`config.mk`:
```
export PLATFORM = sky130hd
export DESIGN_NAME = flc_regs
export DESIGN_NICKNAME = d
export VERILOG_FILES = /design/src/rtl/flc_pkg.sv /design/src/rtl/flc_key_guard.sv /design/src/rtl/flc_store.sv /design/src/rtl/flc_op_engine.sv /design/src/rtl/flc_regs.sv
export SDC_FILE = /design/constraint.sdc
export NUM_CORES = 1
export LEC_CHECK = 0
export BUFFER_PORTS_ARGS = -buffer_cell sky130_fd_sc_hd__buf_2
export CAP_MARGIN = 10
export CORE_MARGIN = 4
export CORE_UTILIZATION = 56
export DETAILED_ROUTE_END_ITERATION = 16
export GPL_TIMING_DRIVEN = 0
export PLACE_DENSITY = 0.75
export SYNTH_ARGS = -nofsm -noshare
export SYNTH_HDL_FRONTEND = slang
export SYNTH_HIERARCHICAL = 1
export SYNTH_SLANG_ARGS = --single-unit
```
`constraint.sdc`:
```
create_clock -name clk -period 3.2 [get_ports clk]
set_input_delay 0.64 -clock clk [delete_from_list [all_inputs] [get_ports clk]]
set_output_delay 0.64 -clock clk [all_outputs]
set_load 0.01 [all_outputs]
```
`src/rtl/flc_pkg.sv`:
```
package flc_pkg;
  localparam logic [31:0] OFS_KEY  = 32'h04;
  localparam logic [31:0] OFS_STAT = 32'h0C;
  localparam logic [31:0] OFS_CTRL = 32'h10;
  localparam logic [31:0] OFS_ADDR = 32'h14;

  localparam logic [31:0] KEY_FIRST  = 32'h4567_0123;
  localparam logic [31:0] KEY_SECOND = 32'hCDEF_89AB;

  localparam int C_PG   = 0;
  localparam int C_PER  = 1;
  localparam int C_MER  = 2;
  localparam int C_STRT = 6;
  localparam int C_LOCK = 7;

  localparam int S_PGERR = 2;
  localparam int S_LKERR = 4;
  localparam int S_EOP   = 5;

  typedef enum logic [1:0] {KG_OPEN, KG_WAIT1, KG_WAIT2, KG_DEAD} kg_state_t;
  typedef enum logic [2:0] {EN_IDLE, EN_ERASE, EN_PRD, EN_PCHK, EN_PWAIT} en_state_t;
endpackage

```
`src/rtl/flc_key_guard.sv`:
```
module flc_key_guard
  import flc_pkg::*;
(
  input  logic        clk,
  input  logic        rst,
  input  logic        key_wr,
  input  logic [31:0] key_val,
  input  logic        relock,
  output logic        locked,
  output logic        dead
);
  kg_state_t st;

  always_ff @(posedge clk) begin
    if (rst) begin
      st <= KG_WAIT1;
    end else if (key_wr) begin
      case (st)
        KG_WAIT1: st <= (key_val == KEY_FIRST)  ? KG_WAIT2 : KG_DEAD;
        KG_WAIT2: st <= (key_val == KEY_SECOND) ? KG_OPEN  : KG_DEAD;
        default:  st <= st;
      endcase
    end else if (relock && st != KG_DEAD) begin
      st <= KG_WAIT1;
    end
  end

  assign locked = (st != KG_OPEN);
  assign dead   = (st == KG_DEAD);
endmodule

```
`src/rtl/flc_store.sv`:
```
module flc_store #(
  parameter int DEPTH = 64,
  parameter int IDX_W = 6
) (
  input  logic             clk,
  input  logic             we,
  input  logic [IDX_W-1:0] waddr,
  input  logic [15:0]      wdata,
  input  logic [IDX_W-1:0] raddr,
  output logic [15:0]      rdata
);
  logic [15:0] mem [DEPTH];

  initial begin
    for (int i = 0; i < DEPTH; i++) mem[i] = 16'hFFFF;
  end

  always_ff @(posedge clk) begin
    if (we) mem[waddr] <= wdata;
    rdata <= mem[raddr];
  end
endmodule

```
`src/rtl/flc_op_engine.sv`:
```
module flc_op_engine
  import flc_pkg::*;
#(
  parameter int PAGES     = 4,
  parameter int PAGE_HW   = 16,
  parameter int PROG_WAIT = 3
) (
  input  logic                                     clk,
  input  logic                                     rst,
  input  logic                                     start_erase,
  input  logic                                     erase_all,
  input  logic [$clog2(PAGES)-1:0]                 page_sel,
  input  logic                                     start_prog,
  input  logic [$clog2(PAGES)+$clog2(PAGE_HW)-1:0] prog_idx,
  input  logic [15:0]                              prog_data,
  input  logic [15:0]                              mem_q,
  output logic                                     busy,
  output logic                                     mem_we,
  output logic [$clog2(PAGES)+$clog2(PAGE_HW)-1:0] mem_waddr,
  output logic [15:0]                              mem_wdata,
  output logic [$clog2(PAGES)+$clog2(PAGE_HW)-1:0] mem_raddr,
  output logic                                     done,
  output logic                                     prog_fail
);
  localparam int HW_W  = $clog2(PAGE_HW);
  localparam int PG_W  = $clog2(PAGES);
  localparam int IDX_W = HW_W + PG_W;
  localparam int CNT_W = $clog2(PROG_WAIT + 1);

  en_state_t        st;
  logic [IDX_W-1:0] ptr, last, pidx;
  logic [15:0]      pdata;
  logic [CNT_W-1:0] cnt;
  logic             cell_blank;

  assign cell_blank = (mem_q == 16'hFFFF);

  always_ff @(posedge clk) begin
    if (rst) begin
      st    <= EN_IDLE;
      ptr   <= '0;
      last  <= '0;
      pidx  <= '0;
      pdata <= '0;
      cnt   <= '0;
    end else begin
      case (st)
        EN_IDLE: begin
          if (start_erase) begin
            st   <= EN_ERASE;
            ptr  <= erase_all ? '0 : {page_sel, {HW_W{1'b0}}};
            last <= erase_all ? '1 : {page_sel, {HW_W{1'b1}}};
          end else if (start_prog) begin
            st    <= EN_PRD;
            pidx  <= prog_idx;
            pdata <= prog_data;
          end
        end
        EN_ERASE: begin
          if (ptr == last) st <= EN_IDLE;
          else             ptr <= ptr + 1'b1;
        end
        EN_PRD: st <= EN_PCHK;
        EN_PCHK: begin
          if (cell_blank) begin
            st  <= EN_PWAIT;
            cnt <= CNT_W'(PROG_WAIT - 1);
          end else begin
            st <= EN_IDLE;
          end
        end
        EN_PWAIT: begin
          if (cnt == '0) st <= EN_IDLE;
          else           cnt <= cnt - 1'b1;
        end
        default: st <= EN_IDLE;
      endcase
    end
  end

  assign busy      = (st != EN_IDLE);
  assign done      = (st == EN_ERASE && ptr == last) || (st == EN_PWAIT && cnt == '0);
  assign prog_fail = (st == EN_PCHK) && !cell_blank;
  assign mem_we    = (st == EN_ERASE) || (st == EN_PCHK && cell_blank);
  assign mem_waddr = (st == EN_ERASE) ? ptr : pidx;
  assign mem_wdata = (st == EN_ERASE) ? 16'hFFFF : pdata;
  assign mem_raddr = pidx;
endmodule

```
`src/rtl/flc_regs.sv`:
```
module flc_regs
  import flc_pkg::*;
#(
  parameter int ADDR_W    = 8,
  parameter int PAGES     = 4,
  parameter int PAGE_HW   = 16,
  parameter int PROG_WAIT = 3
) (
  input  logic              clk,
  input  logic              rst,
  input  logic [ADDR_W-1:0] bus_addr,
  input  logic              bus_re,
  input  logic              bus_we,
  input  logic [31:0]       bus_wdata,
  output logic [31:0]       bus_rdata
);
  localparam int HW_W  = $clog2(PAGE_HW);
  localparam int PG_W  = $clog2(PAGES);
  localparam int IDX_W = HW_W + PG_W;
  localparam int DEPTH = PAGES * PAGE_HW;
  localparam int AR_W  = IDX_W + 1;

  logic              is_flash, hit_key, hit_stat, hit_ctrl, hit_addr;
  logic [ADDR_W-2:0] ofs;
  logic              locked, dead, busy, done, prog_fail;
  logic              ctrl_wr_ok, open_ctrl, relock, start_erase, start_prog, lock_err, erase_req;
  logic              pg_q, per_q, mer_q, strt_q, pgerr_q, lkerr_q, eop_q;
  logic [AR_W-1:0]   addr_q;
  logic              mem_we;
  logic [IDX_W-1:0]  mem_waddr, eng_raddr, mem_raddr;
  logic [15:0]       mem_wdata, mem_q;
  logic              rd_flash_q;
  logic [31:0]       reg_q, reg_mux;

  assign is_flash = bus_addr[ADDR_W-1];
  assign ofs      = bus_addr[ADDR_W-2:0];
  assign hit_key  = !is_flash && ofs == OFS_KEY[ADDR_W-2:0];
  assign hit_stat = !is_flash && ofs == OFS_STAT[ADDR_W-2:0];
  assign hit_ctrl = !is_flash && ofs == OFS_CTRL[ADDR_W-2:0];
  assign hit_addr = !is_flash && ofs == OFS_ADDR[ADDR_W-2:0];

  assign erase_req   = bus_wdata[C_STRT] && (bus_wdata[C_PER] || bus_wdata[C_MER]);
  assign ctrl_wr_ok  = bus_we && hit_ctrl && !busy;
  assign relock      = ctrl_wr_ok && bus_wdata[C_LOCK];
  assign open_ctrl   = ctrl_wr_ok && !locked;
  assign start_erase = open_ctrl && erase_req;
  assign start_prog  = bus_we && is_flash && !busy && !locked && pg_q;
  assign lock_err    = bus_we && !busy && locked && (is_flash || (hit_ctrl && erase_req));

  flc_key_guard u_key (
    .clk(clk), .rst(rst), .key_wr(bus_we && hit_key), .key_val(bus_wdata),
    .relock(relock), .locked(locked), .dead(dead)
  );

  flc_op_engine #(.PAGES(PAGES), .PAGE_HW(PAGE_HW), .PROG_WAIT(PROG_WAIT)) u_eng (
    .clk(clk), .rst(rst),
    .start_erase(start_erase), .erase_all(bus_wdata[C_MER]),
    .page_sel(addr_q[AR_W-1 -: PG_W]),
    .start_prog(start_prog), .prog_idx(bus_addr[IDX_W:1]), .prog_data(bus_wdata[15:0]),
    .mem_q(mem_q), .busy(busy), .mem_we(mem_we), .mem_waddr(mem_waddr),
    .mem_wdata(mem_wdata), .mem_raddr(eng_raddr), .done(done), .prog_fail(prog_fail)
  );

  assign mem_raddr = busy ? eng_raddr : bus_addr[IDX_W:1];

  flc_store #(.DEPTH(DEPTH), .IDX_W(IDX_W)) u_store (
    .clk(clk), .we(mem_we), .waddr(mem_waddr), .wdata(mem_wdata),
    .raddr(mem_raddr), .rdata(mem_q)
  );

  always_ff @(posedge clk) begin
    if (rst) begin
      pg_q <= 1'b0; per_q <= 1'b0; mer_q <= 1'b0; strt_q <= 1'b0;
      addr_q <= '0;
      pgerr_q <= 1'b0; lkerr_q <= 1'b0; eop_q <= 1'b0;
    end else begin
      if (open_ctrl) begin
        pg_q  <= bus_wdata[C_PG];
        per_q <= bus_wdata[C_PER];
        mer_q <= bus_wdata[C_MER];
      end
      if (start_erase) strt_q <= 1'b1;
      else if (done)   strt_q <= 1'b0;
      if (bus_we && hit_addr && !busy && !locked) addr_q <= bus_wdata[AR_W-1:0];
      eop_q   <= done      || (eop_q   && !(bus_we && hit_stat && bus_wdata[S_EOP]));
      pgerr_q <= prog_fail || (pgerr_q && !(bus_we && hit_stat && bus_wdata[S_PGERR]));
      lkerr_q <= lock_err  || (lkerr_q && !(bus_we && hit_stat && bus_wdata[S_LKERR]));
    end
  end

  always_comb begin
    reg_mux = 32'h0;
    if (hit_stat)      reg_mux = {26'h0, eop_q, lkerr_q, 1'b0, pgerr_q, 1'b0, busy};
    else if (hit_ctrl) reg_mux = {24'h0, locked, strt_q, 3'b000, mer_q, per_q, pg_q};
    else if (hit_addr) reg_mux = {{(32-AR_W){1'b0}}, addr_q};
  end

  always_ff @(posedge clk) begin
    if (rst) begin
      rd_flash_q <= 1'b0;
      reg_q      <= 32'h0;
    end else begin
      rd_flash_q <= bus_re && is_flash && !busy;
      reg_q      <= (bus_re && !is_flash) ? reg_mux : 32'h0;
    end
  end

  assign bus_rdata = rd_flash_q ? {16'h0, mem_q} : reg_q;
endmodule

```
==> flow_metrics.env <==
export IMPL_h_tree_depth=3
export IMPL_gp_congestion=0.928
export IMPL_slowest_stage="mux4_2"
export IMPL_final_hold_violation_count=0
export IMPL_worst_pin_slew_ns=0.910
export IMPL_track_usage_pct=28.8
export IMPL_remaining_drc_errors=0
export IMPL_synthArstFlopShare_pct=0
export IMPL_grt_overflow=0
export IMPL_r2r_end="u_store/rdata[15]"
export IMPL_synth_edf_count=1024
export IMPL_ir_drop_v=0.000517
export IMPL_start_kind="flip-flop"
export IMPL_crit_family="buffers and inverters"
export IMPL_period_needed_ns=3.29
export IMPL_r2r_cells=13
export IMPL_whs_path_depth=3
export IMPL_fp_dieW_um=287
export IMPL_nNetsFinal=2602
export IMPL_port_buffers=59
export IMPL_dp_cells=3409
export IMPL_slew_violations=0
export IMPL_antenna_found_initial=0
export IMPL_fmax_ghz=0.304
export IMPL_cpPeakStageDelay_ns=0.39
export IMPL_fillerInstances=4455
export IMPL_path_clk_slew_ns=0.06
export IMPL_dp_hpwl_mm=73.7
export IMPL_fp_dieArea_um2=82300
export IMPL_r2r_setup_slack_ns=-0.09
export IMPL_core_area_um2=76500
export IMPL_critPathArrivalTime_ns=3.79
export IMPL_criticalPathCategory="flip-flop to flip-flop"
export IMPL_routedWlPerCell_um=32.4
export IMPL_ant_nets=0
export IMPL_cts_buffers=107
export IMPL_status="complete, but fails checks"
export IMPL_clockBufferDepth=3
export IMPL_tns_ns=-0.545
export IMPL_cp_num_buf_inv=6
export IMPL_synth_top_area_cell="edfxtp_1"
export IMPL_finalNonFillerCells=3675
export IMPL_crit_path_end_kind="flip-flop"
export IMPL_ios=76
export IMPL_grt_max_degree=65
export IMPL_worstSkewPairLatency_ns=0.67
export IMPL_cts_sinks=1101
export IMPL_holdWs_ns=0.250
export IMPL_netlist_area_um2=43500
export IMPL_slew_headroom_pct=39.4
export IMPL_ys_types=77
export IMPL_rsz0062_at_grt="yes"
export IMPL_min_path_type="input port to flip-flop"
export IMPL_multi_input_area_um2=12100
export IMPL_p_leak_nw=18.1
export IMPL_crit_path_max_fanout=8
export IMPL_hold_buffers=0
export IMPL_cts_root_buffer_cell="clkbuf_16"
export IMPL_vias=24302
export IMPL_regToRegStartpoint="u_eng/st[2]"
export IMPL_finClkSkew_ns=0.0213
export IMPL_synthesis_instances=2249
export IMPL_maxCapViolations=0
export IMPL_via_per_inst=6.61
export IMPL_timing_final_ws_setup_ns=-0.0860
export IMPL_critical_path_required_ns=3.71
export IMPL_register_area_um2=32300
export IMPL_grt_pass1_vias=24103
export IMPL_ys_flop_type="edfxtp_1"
export IMPL_fin_crit_sh_pct=103
export IMPL_grt_pass1_wl_mm=170
export IMPL_violations="setup timing"
export IMPL_finish_utilization_pct=68.8
export IMPL_finalPower_mw=29.3
export IMPL_whs_endpoint="u_eng/pdata[11]"
export IMPL_netlist_area_leader_share_pct=70.6
export IMPL_setup_viol=14
export IMPL_std_cell_rows=101
export IMPL_synth_area_top_cells="edfxtp_1 (71%), mux4_2 (11%), dfxtp_1 (3.5%), mux2i_1 (2.2%), nand2_1 (1.1%)"
export IMPL_path_cells="buf_6 > nor3_4 > inv_2 > clkbuf_16 > mux2_4 > buf_12 > bufbuf_16 > buf_4 > mux4_2 > nor2b_1 > a211o_1 > a31oi_4 > a311oi_2"
export IMPL_drt_wl_total_mm=119
export IMPL_syn_to_final_growth_pct=20.8
export IMPL_drt_iter0_markers=3184
export IMPL_worstHoldStart="bus_wdata[11]"
export IMPL_synthesis_yosys_warnings=6
export IMPL_drt_pass1_iterations=7
export IMPL_avgSynthCellArea_um2=19.4
export IMPL_start_util_pct=56.9
export IMPL_die_h_um=287
export IMPL_cts_tree="done"
export IMPL_drive_above_1_share_pct=37.6
export IMPL_ys_seq_elements=1101
export IMPL_ys_seq_area_share_pct=74.2
export IMPL_p_per_area_nw_per_um2=556
-- cells in the mapped netlist, types with 31 or more instances --
cell,number
a21oi_1,50
a22oi_1,45
buf_2,41
buf_4,31
clkbuf_1,36
dfxtp_1,77
edfxtp_1,1024
mux2_2,42
mux2i_1,94
mux4_2,220
nand2_1,132
nand3_1,38
nor2_1,101
nor2b_1,33
-- through the flow --
stage | area, µm² | setup slack [ns]
4_1_cts | 52100 | -0.0782
6_report | 52600 | -0.0860
2_1_floorplan | 43600 | -0.144
3_3_place_gp | 45200 | -1.31
3_5_place_dp | 46200 | -1.35
5_1_grt | 52600 | -0.138
-- worst max path at each step --
stage,from,end,cells after the start
global placement,u_eng/st[1],u_store/mem[23][12],9
global route,u_eng/st[2],u_store/rdata[13],14
floorplan,u_eng/st[1],u_store/mem[39][0],9
finish,u_eng/st[2],u_store/rdata[15],13
CTS,u_eng/st[1],u_store/rdata[10],13
detailed placement,u_eng/st[2],u_store/rdata[9],13
-- logic make-up (layout without fill, tap and decap cells) --
kind of cell	count (synthesis)	in the layout	share of synthesized area (%)
flip-flops	1101	1101	74.2
AND/OR/NAND/NOR	430	430	5.22
multiplexers	361	361	14.9
AO/OA/AOI/OAI	197	197	3.23
buffers and inverters	154	534	2.34
XOR/XNOR	3	3	0.0604
adder cells (fa/ha/maj)	2	2	0.0575
other	1	17	0.00862
-- cells in the final DEF, fill, tap and decap left out, types with 21 or more instances in the layout --
cell type / count
mux2_2: 32
clkbuf_16: 111
buf_2: 74
nor2_4: 43
a21oi_1: 41
mux4_2: 221
nor2_2: 29
nor2b_1: 25
clkinv_1: 22
buf_8: 40
a22oi_2: 27
buf_4: 83
buf_6: 35
nand3_1: 25
nand2_1: 118
clkbuf_1: 43
buf_12: 48
nand4_1: 21
nor2_1: 31
dfxtp_1: 75
edfxtp_1: 1024
mux2i_1: 66
-- where the power goes --
part           internal (mW)  switching (mW)
Sequential              15.5          0.0240
Clock                   6.92            5.22
Combinational          0.685           0.892
Total                   23.1            6.14
-- worst register-to-register path, delay by kind of cell, from the launching register on --
family                 cells  cell delay [ns]
buffers and inverters      6             0.96
muxes                      2             0.73
AOI/OAI and AO/OA          3             0.71
and+or+nand+nor            2             0.42
DFF                        1             0.31
-- flip-flops by register name, indices dropped and copies added, names as in the netlist --
name             cells
per_q                1
u_eng/ptr            6
u_eng/st             3
u_eng/last           3
eop_q                1
addr_q               7
u_store/mem       1024
u_eng/pdata         16
strt_q               1
reg_q                8
mer_q                1
pgerr_q              1
u_store/rdata       16
lkerr_q              1
u_eng/cnt            2
u_eng/mem_raddr      6
u_key/st             2
rd_flash_q           1
pg_q                 1
-- routing by layer --
| metal | vias up | track usage, % | share of wire (%) |
|---|---|---|---|
| li1 | 9772 | - | - |
| met1 | 12461 | 38.8 | 36 |
| met2 | 1717 | 46.0 | 48 |
| met3 | 352 | 6.34 | 11 |
| met4 | 0 | 12.2 | 5.5 |
| met5 | - | 0 | 0 |
-- cell type report --
class | count | area share (%)
flip-flops and latches | 1101 | 61.4
multi-input cells | 1009 | 23.0
clock buffers | 145 | 5.60
repair buffers | 191 | 4.04
plain buffers | 135 | 2.60
well taps | 1030 | 2.45
clock inverters | 52 | 0.807
inverters | 11 | 0.0785
diodes | 1 | 0.00476
-- repair_timing --
action / CTS / global route
cloned: 5 / 1
pin swaps: 70 / 33
buffers inserted: 64 / 8
resized for setup: 332 / 110
endpoints found under the setup margin: 1042 / 891
No activity file was read; power rests on OpenSTA's default activity.
